### src/rtl/bom_rx.sv
module bom_rx #(
  parameter int W     = 8,
  parameter int FL    = 8,
  parameter int DEPTH = 10,
  parameter int NEED  = 8
) (
  input  logic         clk,
  input  logic         rst_n,
  input  logic         dl_bit,
  input  logic         dl_vld,
  input  logic [W-1:0] match_val,
  input  logic         flag_clr,
  output logic [W-1:0] msg,
  output logic         msg_rx,
  output logic         msg_match
);
  localparam int SW = FL + W;
  localparam int HN = DEPTH - 1;
  localparam int CW = $clog2(DEPTH + 1);

  logic [SW-1:0] sr;
  logic [W-1:0]  hist [HN];
  logic [HN-1:0] hv;
  logic          have_q;
  logic [CW-1:0] hits;

  wire [SW-1:0] sr_n = {sr[SW-2:0], dl_bit};
  wire [W-1:0]  cand = sr_n[W-1:0];
  wire          cw   = dl_vld && (&sr_n[SW-1:W]) && !sr_n[W-1] && !sr_n[0];

  always_comb begin
    hits = CW'(1);
    for (int i = 0; i < HN; i++)
      if (hv[i] && hist[i] == cand) hits = hits + CW'(1);
  end

  wire qual = cw && (hits >= CW'(NEED));
  wire upd  = qual && (!have_q || cand != msg);

  always_ff @(posedge clk or negedge rst_n) begin
    if (!rst_n) sr <= '0;
    else if (dl_vld) sr <= cw ? '0 : sr_n;
  end

  always_ff @(posedge clk or negedge rst_n) begin
    if (!rst_n) begin
      for (int i = 0; i < HN; i++) hist[i] <= '0;
      hv <= '0;
    end else if (cw) begin
      hist[0] <= cand;
      for (int i = 1; i < HN; i++) hist[i] <= hist[i-1];
      hv <= {hv[HN-2:0], 1'b1};
    end
  end

  always_ff @(posedge clk or negedge rst_n) begin
    if (!rst_n) begin
      msg    <= '0;
      have_q <= 1'b0;
    end else if (upd) begin
      msg    <= cand;
      have_q <= 1'b1;
    end
  end

  always_ff @(posedge clk or negedge rst_n) begin
    if (!rst_n) msg_rx <= 1'b0;
    else if (upd) msg_rx <= 1'b1;
    else if (flag_clr) msg_rx <= 1'b0;
  end

  always_ff @(posedge clk or negedge rst_n) begin
    if (!rst_n) msg_match <= 1'b0;
    else if (qual && cand == match_val) msg_match <= 1'b1;
    else if (flag_clr) msg_match <= 1'b0;
  end

  p_rx_sticky_r5: assert property (@(posedge clk) disable iff (!rst_n)
    (msg_rx && !flag_clr) |=> msg_rx);
  p_mt_sticky_r7: assert property (@(posedge clk) disable iff (!rst_n)
    (msg_match && !flag_clr) |=> msg_match);
  p_clr_r8: assert property (@(posedge clk) disable iff (!rst_n)
    (flag_clr && !upd) |=> !msg_rx);
  p_msg_hold_r3: assert property (@(posedge clk) disable iff (!rst_n)
    !upd |=> $stable(msg));
  p_msg_bounds_r2: assert property (@(posedge clk) disable iff (!rst_n)
    !msg[W-1] && !msg[0]);
  p_rx_new_r6: assert property (@(posedge clk) disable iff (!rst_n)
    $rose(msg_rx) |-> (!$past(have_q) || $past(msg) != msg));
  p_mt_cause_r7: assert property (@(posedge clk) disable iff (!rst_n)
    $rose(msg_match) |-> $past(qual && cand == match_val));
endmodule

### config.mk
export PLATFORM = sky130hd
export DESIGN_NAME = bom_rx
export DESIGN_NICKNAME = d
export VERILOG_FILES = /design/src/rtl/bom_rx.sv
export SDC_FILE = /design/constraint.sdc
export NUM_CORES = 1
export LEC_CHECK = 0
export ABC_AREA = 1
export ABC_CLOCK_PERIOD_IN_PS = 6100
export CAP_MARGIN = 20
export CORE_MARGIN = 10
export CORE_UTILIZATION = 62
export DETAILED_ROUTE_END_ITERATION = 8
export GPL_TIMING_DRIVEN = 0
export MAX_ROUTING_LAYER = met4
export PLACE_DENSITY_LB_ADDON = 0.15
export SLEW_MARGIN = 25
export SYNTH_ARGS = -nofsm -noshare
export SYNTH_HDL_FRONTEND = slang
export SYNTH_SLANG_ARGS = --single-unit
### constraint.sdc
create_clock -name clk -period 6.1 [get_ports clk]
set_clock_uncertainty 0.1 [all_clocks]
set_input_delay 1.22 -clock clk [delete_from_list [all_inputs] [get_ports clk]]
set_output_delay 1.22 -clock clk [all_outputs]
set_load 0.01 [all_outputs]
Yosys cells after proc, flatten, opt, wreduce, memory -nomap -nowiden
Index checks and enable logic that the tools add are counted.
{ "totals": {"mem_count": 0, "in_bits": 13, "ff_bits": 107, "latchBits": 0, "rom_bits": 0, "ramBits": 0} }
{ "op_classes": {"n_shift": 0, "bitwise_logic": 0, "mux": 13, "n_div": 0, "magnitude_cmp": 1, "n_eq_ne": 11, "n_addsub": 8, "n_reduce_logical": 22, "n_mul": 0} }
{ "op_table": {"columns": ["operator", "n"], "rows": [
  ["$eq A8 B8 Y1", 10],
  ["$add A4 B1 Y4 const B", 8],
  ["$mux W4", 8],
  ["$logic_and A1 B1 Y1", 15],
  ["$mux W15", 1],
  ["$ne A8 B8 Y1", 1],
  ["$reduce_and A8 Y1", 1],
  ["$ge A4 B4 Y1 const B", 1],
  ["$reduce_bool A2 Y1", 2],
  ["$logic_not A1 Y1", 3],
  ["$mux W1", 3],
  ["$mux W2", 1],
  ["$logic_or A1 B1 Y1", 1]
]} }

Longest topological paths before layout
Gate-level depths: netlist of the first run.
{ "logic_depth": {"word_depth": 23, "depth_mapped": 35, "ltp_nobuf": 33} }

Least setup slack after synthesis of the first run
No wires, ideal clock.
{ "synth_timing": {"path_kind": "input-to-reg", "startpoint": "input port dl_bit", "endpoint": "register msg[1]", "stages": 28, "slack_ps": 451, "path_buffers": 2, "t_arrival_ps": 5429, "path_cell_list": "buf_4 > buf_2 > o22ai_1 > a221oi_1 > nand4_1 > inv_1 > fa_1 > inv_1 > nand2_4 > nand2_1 > ha_1 > nand2_1 > nand2_1 > ha_1 > or2_1 > nand2_1 > inv_1 > ha_1 > nand2_1 > nand2_1 > ha_1 > or2_2 > nand2_1 > nor3_1 > nand3_1 > nand4_4 > nand2_1 > nand2_1"} }
{ "synth_via": {"elab_chain_len": 22, "elab_cells_between_ends": 42} }
{ "synth_lines": {"columns": ["element", "line_no", "rtl"], "rows": [
  ["from (decl)", "9", "input logic dl_bit,"],
  ["$eq A8 B8 Y1", "34", "if (hv[i] && hist[i] == cand) hits = hits + CW'(1);"],
  ["$logic_and A1 B1 Y1", "34", null],
  ["$mux W2", "34", null],
  ["$add A4 B1 Y4", "34", null],
  ["$mux W4", "34", null],
  ["$add A4 B1 Y4", "34", null],
  ["$mux W4", "34", null],
  ["$add A4 B1 Y4", "34", null],
  ["(+6 left out)", null, null],
  ["$mux W4", "34", null],
  ["$add A4 B1 Y4", "34", null],
  ["$mux W4", "34", null],
  ["$add A4 B1 Y4", "34", null],
  ["$mux W4", "34", null],
  ["$ge A4 B4 Y1", "37", "wire qual = cw && (hits >= CW'(NEED));"],
  ["$logic_and A1 B1 Y1", "37", null],
  ["$logic_and A1 B1 Y1 (*)", "38", "wire upd = qual && (!have_q || cand != msg);"],
  ["to (signal assigned)", "61", "msg <= cand;"],
  ["to (decl)", "13", "output logic [W-1:0] msg,"]
]} }
Every way passes the cells marked *; elsewhere a longest branch is shown, timed or not.
A chain may end at the register's enable or synchronous reset.

Worst setup path in the final report of the first run
{ "layout_timing": {"startpoint": "input port dl_bit", "endpoint": "register msg[6]"} }
Same word-level chain as after synthesis.

==> impl_metrics.ini, run 1 <==
[clocking]
cts_hold_buffers = 0
cts_buffer_depth = 2
clock-sinks = 107
htree_levels = 3
cts_root_buffer = clkbuf_8
path_clk_slew_ns = 0.10
cts_tree = built
cts_buffers = 9
clk_latency_ns = 0.39

[power]
swShare = 0.323
pwr_density_cell_mw_per_mm2 = 194
ir_drop_v = 0.000195
p_comb_frac = 0.189
p_sw_mw = 0.462
seqPwrFrac = 0.515
internal-power_mw = 0.968
power_leakage_nw = 3.55
p_clk_frac = 0.295

[timing]
tightest_slew_ns = 0.750
fin_crit_sh = 0.934
relSlewSlack = 0.496
rsz0062_at_grt = false
post-route-min-period_ns = 5.70
setup_violations = 0
fmax_mhz = 175
hold_violations = 0
maxSlewViolCount = 0

[synth]
syn_area_mm2 = 0.00677
syn_area_per_cell_um2 = 7.14
ys_seq_elements = 107
synthDistinctLibCells = 43
syn-num-nets = 970
synth_top_area_frac = 0.395
synth_ff_type = dfrtp_1
synth_edf_count = 0
synthArstFlopShare = 1.00
synth_area_leaders = dfrtp_1 40%, nand2_1 15%, o21ai_0 7.2%
synth_warnings = 0
yosysMostFrequentCell = nand2_1
synth_common_cells = 270 x nand2_1, 128 x inv_1, 107 x dfrtp_1
yosysSeqAreaShare = 0.395
synthCells = 949
yosysTopAreaCell = dfrtp_1

[floorplan]
die_area_mm2 = 0.0155
rows = 38
core_area_mm2 = 0.0107
initial_core_util = 0.630
fp.dieW_um = 125
ioPinCount = 23
die_h_um = 125

[placed_design]
dpl.hpwl_um = 13700
gp_congestion = 0.976
post_dp_cell_area_mm2 = 0.00719
port_buffers = 21

[global_routing]
globalRouteTotalUtil = 0.245
grt_max_degree = 70
overflow = 0
grt_pass1_vias = 5904
antenna_found_initial = 0
grt_first_pass_wirelength_um = 30100

[critical_path]
path_class = input port to flop
arrival_ns = 5.93
worstSetupEndpointType = flop
worstPathRequired_ns = 6.33
cp_slowest_cell = fa_1
critPathMaxFanout = 17
cp_slowest_stage_delay_ns = 0.46
cp_common_cell = nand2_1
crit_path_start_kind = input port

[final_layout]
fin_util = 0.687
drive_above_1_share = 0.0882
finalInstanceArea_mm2 = 0.00738
fin_nets = 1002
diodes = 0
area_delta_synth_final_pct = 8.90

[routing]
drtAntennaViolNets = 0
drtIter0Drc = 543
vias_per_cell = 5.60
wl_um = 18500
drc_errors = 0
vias = 6311
routedWlPerCell_um = 16.4
drt_pass1_iterations = 6

[worst_hold_path]
hold_class = flop to flop

[job]
maxCapViolations = 0

[run_status]
status = completed
==> registers in the layout, indices dropped and copies added (netlist names) <==
signal and cells:
hist 72, sr 15, hv 9, msg_rx 1, msg_match 1, have_q 1, msg 8
==> per-layer routing <==
| metal | wire length, um | global-route usage | part of all wire | vias to the layer above |
|---|---|---|---|---|
| met3 | 1610 | 0.0600 | 0.087 | 28 |
| met4 | 382 | 0.0877 | 0.021 | 0 |
| li1 | - | - | - | 3107 |
| met1 | 8170 | 0.313 | 0.44 | 2921 |
| met5 | 0 | - | 0 | - |
| met2 | 8300 | 0.372 | 0.45 | 255 |
==> area by class of cell <==
class,instances,area [um^2]
Clock inverter,7,60.1
Multi-Input combinational cell,665,3380
Timing Repair Buffer,23,246
Clock buffer,9,124
Buffer,33,174
Sequential cell,107,2680
Fill cell,975,3370
Inverter,142,538
Tap cell,140,175
==> power by group through the flow <==
stage	clock network, mW	registers (mW)	logic, mW
finish	0.422	0.737	0.271
global placement	0	0.750	0.263
global route	0.452	0.739	0.301
CTS	0.422	0.736	0.268
detailed placement	0	0.750	0.268
floorplan	0	0.747	0.182
==> critical path, delay by kind of cell <==
kind / cells / cell delay [ns]
buf+inv: 6 / 0.79
simple gates: 16 / 2.02
compound gates: 2 / 0.36
fa+ha+maj: 5 / 1.52
==> path summary, 6_finish.rpt <==
check / depth (start not counted) / from / slack (ns) / to
worst max register to register: 29 / sr[0] / 0.45 / msg[6]
max in group asynchronous: 2 / rst_n / 4.64 / hist[25]
worst max-delay path: 29 / dl_bit / 0.40 / msg[6]
worst min register to register: 2 / have_q / 0.37 / have_q
worst min-delay path: 2 / have_q / 0.37 / have_q
min in group asynchronous: 1 / rst_n / 0.62 / hist[66]
==> logic make-up after synthesis <==
family	count (synthesis)	share of synthesized area
adders and majority gates	8	0.0159
and+or+nand+nor	499	0.339
xor gates and xnor gates	29	0.0408
DFF	107	0.395
buffers and inverters	177	0.106
AOI/OAI and AO/OA	129	0.104
==> cell usage in the layout, fill, tap and decap left out, types with 3 or more instances in the layout <==
cell	count
nand2_1	270
inv_1	127
dfrtp_1	107
o21ai_0	98
nor2_1	68
nand3_1	66
nand4_1	29
clkbuf_1	20
clkdlybuf4s50_1	20
xnor2_1	15
nor3_1	12
inv_2	11
xor2_1	11
nor2_2	10
nand2_2	10
nand3_2	10
o22ai_1	9
clkbuf_8	9
a21oi_1	8
nor4_1	7
ha_1	7
a221oi_1	6
buf_6	5
buf_4	5
buf_2	4
nand2_4	4
xnor2_2	3
o2111ai_1	3
nand3b_1	3
clkinv_4	3
==> stage by stage <==
step	hold WS [ns]	setup TNS [ns]	instances	setup WS, ns	total power, mW
2_1_floorplan	0.323	0	949	0.451	0.928
3_3_place_gp	0.332	-32.17	1110	-0.363	1.01
3_5_place_dp	0.347	-3.48	1111	-0.373	1.02
4_1_cts	0.374	0	1127	0.0403	1.43
5_1_grt	0.397	0	1126	0.0530	1.49
6_report	0.371	0	1126	0.402	1.43
==> timing repair <==
action,in CTS,in global routing
setup endpoints to repair,0,11
gates resized for setup,0,3
buffers inserted,0,1
(Power assumes the default switching activity.)
==> run 2: changes to the inputs <==
--- a/config.mk
+++ b/config.mk
@@ -9,8 +9,9 @@
 export ABC_CLOCK_PERIOD_IN_PS = 6100
 export CAP_MARGIN = 20
 export CORE_MARGIN = 10
-export CORE_UTILIZATION = 62
+export CORE_UTILIZATION = 65
 export DETAILED_ROUTE_END_ITERATION = 8
+export DONT_BUFFER_PORTS = 1
 export GPL_TIMING_DRIVEN = 0
 export MAX_ROUTING_LAYER = met4
 export PLACE_DENSITY_LB_ADDON = 0.15
==> run 2 against run 1 <==
Net effect: sequential share of layout area rose by 1.1 points; worst setup slack got worse by 0.038 ns; sequential power barely moved; worst hold slack got worse by 0.0043 ns; global-route usage rose by 1.8 points; cell count fell by 2.5%; largest cell class unchanged; largest power group unchanged.
==> impl_metrics.ini, run 2 (synthesized netlist as in run 1, its figures left out) <==
[run_status]
status = completed

[timing]
post-route-min-period_ns = 5.74
tns_ns = 0
setup_violations = 0
maxSlewViolCount = 0
fmax_mhz = 174
hold_violations = 0
rsz0062_at_grt = false
fin_hold_ws_ns = 0.366
relSlewSlack = 0.473
tightest_slew_ns = 0.783
fin_ws_ns = 0.364
fin_crit_sh = 0.940

[routing]
wl_um = 18500
vias_per_cell = 5.80
drtIter0Drc = 533
drt_pass1_iterations = 7
routedWlPerCell_um = 16.9
drtAntennaViolNets = 0
vias = 6366
drc_errors = 0

[floorplan]
die_area_mm2 = 0.0149
fp.dieW_um = 122
ioPinCount = 23
initial_core_util = 0.662
rows = 37
core_area_mm2 = 0.0102
die_h_um = 122

[power]
internal-power_mw = 1.02
total_power_mw = 1.44
p_sw_mw = 0.417
p_comb_frac = 0.174
swShare = 0.290
seqPwrFrac = 0.511
ir_drop_v = 0.000210
p_clk_frac = 0.315
power_leakage_nw = 3.47
pwr_density_cell_mw_per_mm2 = 201

[final_layout]
largest-register = hist
mostFrequentLayoutCell = nand2_1
largest_register_ffs = 72
fin_nets = 980
largest_registers = hist (72), sr (15), hv (9)
area_delta_synth_final_pct = 5.62
drive_above_1_share = 0.0873
nFillCells = 906
fin_util = 0.699
diodes = 0
final_cell_mix = 270 x nand2_1, 127 x inv_1, 107 x dfrtp_1
finalInstanceArea_mm2 = 0.00715
final_cells = 1098

[critical_path]
worstPathRequired_ns = 6.32
r2r_cells = 28
cp_slowest_stage_delay_ns = 0.46
cp_slowest_cell = fa_1
crit_path_start_kind = input port
path_delay_family = simple AND/OR/NAND/NOR gates
path_buf_inv = 5
r2r-end = msg[6]
critPathMaxFanout = 17
worstSetupEndpointType = flop
arrival_ns = 5.96
rr_startpoint = sr[0]
path_class = input port to flop
cp_common_cell = nand2_1
r2r_slack_ns = 0.39

[clocking]
htree_levels = 3
cts_root_buffer = clkbuf_8
cts_buffers = 9
cts_buffer_depth = 2
cts_hold_buffers = 0
path_clk_slew_ns = 0.09
clk_latency_ns = 0.38
cts_tree = built
clock-sinks = 107

[placed_design]
placed_cells = 1085
post-place-ws_ns = -0.406
gp_congestion = 0.993
post_dp_cell_area_mm2 = 0.00694
port_buffers = 0
dpl.hpwl_um = 13700

[global_routing]
grt_first_pass_wirelength_um = 30300
grt_pass1_vias = 5925
antenna_found_initial = 0
grt_max_degree = 108
overflow = 0
globalRouteTotalUtil = 0.263

[worst_hold_path]
hold_path_depth = 2
min_to = have_q
min-delay-start = have_q
hold_class = flop to flop

[job]
maxCapViolations = 0
[run 2: worst max-delay path by stage]
stage | start | endpoint | slack, ns | cells after the start
6_report | dl_bit | msg[6] | 0.36 | 28
3_3_place_gp | dl_bit | msg[1] | -0.38 | 28
5_1_grt | dl_bit | msg[6] | 0.005 | 28
4_1_cts | sr[2] | msg[1] | 0.05 | 28
2_1_floorplan | dl_bit | msg[1] | 0.45 | 28
3_5_place_dp | dl_bit | msg[1] | -0.41 | 28
[run 2: what timing repair did]
| item | CTS | global route |
|---|---|---|
| setup endpoints to repair | 6 | 11 |
| pin swaps | 0 | 2 |
| setup buffers | 0 | 1 |
| endpoints found under the hold margin | 0 | 0 |
| gates resized for setup | 0 | 4 |
[run 2: power by group through the flow]
stage / Combinational (mW) / Sequential (mW) / Clock [mW]
finish: 0.250 / 0.737 / 0.453
global route: 0.275 / 0.738 / 0.471
CTS: 0.245 / 0.736 / 0.449
detailed placement: 0.245 / 0.750 / 0
global placement: 0.241 / 0.750 / 0
floorplan: 0.182 / 0.747 / 0
[run 2: area by class of cell]
cell class	instances	area [um^2]	share of cell area
Buffer	33	174	0.0243
Clock buffer	12	165	0.0231
Clock inverter	2	35.0	0.00490
Inverter	142	538	0.0752
Multi-Input combinational cell	665	3390	0.473
Sequential cell	107	2680	0.374
Tap cell	136	170	0.0238
Timing Repair Buffer	1	7.51	0.00105
[run 2: tightest hold or removal path, stage by stage (launching register included)]
cell,delay (ns)
dfrtp_1,0.33
inv_1,0.05
nand2_1,0.06
[run 2: per-layer routing]
layer | track usage | share of wire | wire length, um
met1 | 0.342 | 0.43 | 8010
met2 | 0.402 | 0.45 | 8430
met3 | 0.0458 | 0.082 | 1520
met5 | - | 0 | 0
met4 | 0.103 | 0.031 | 575
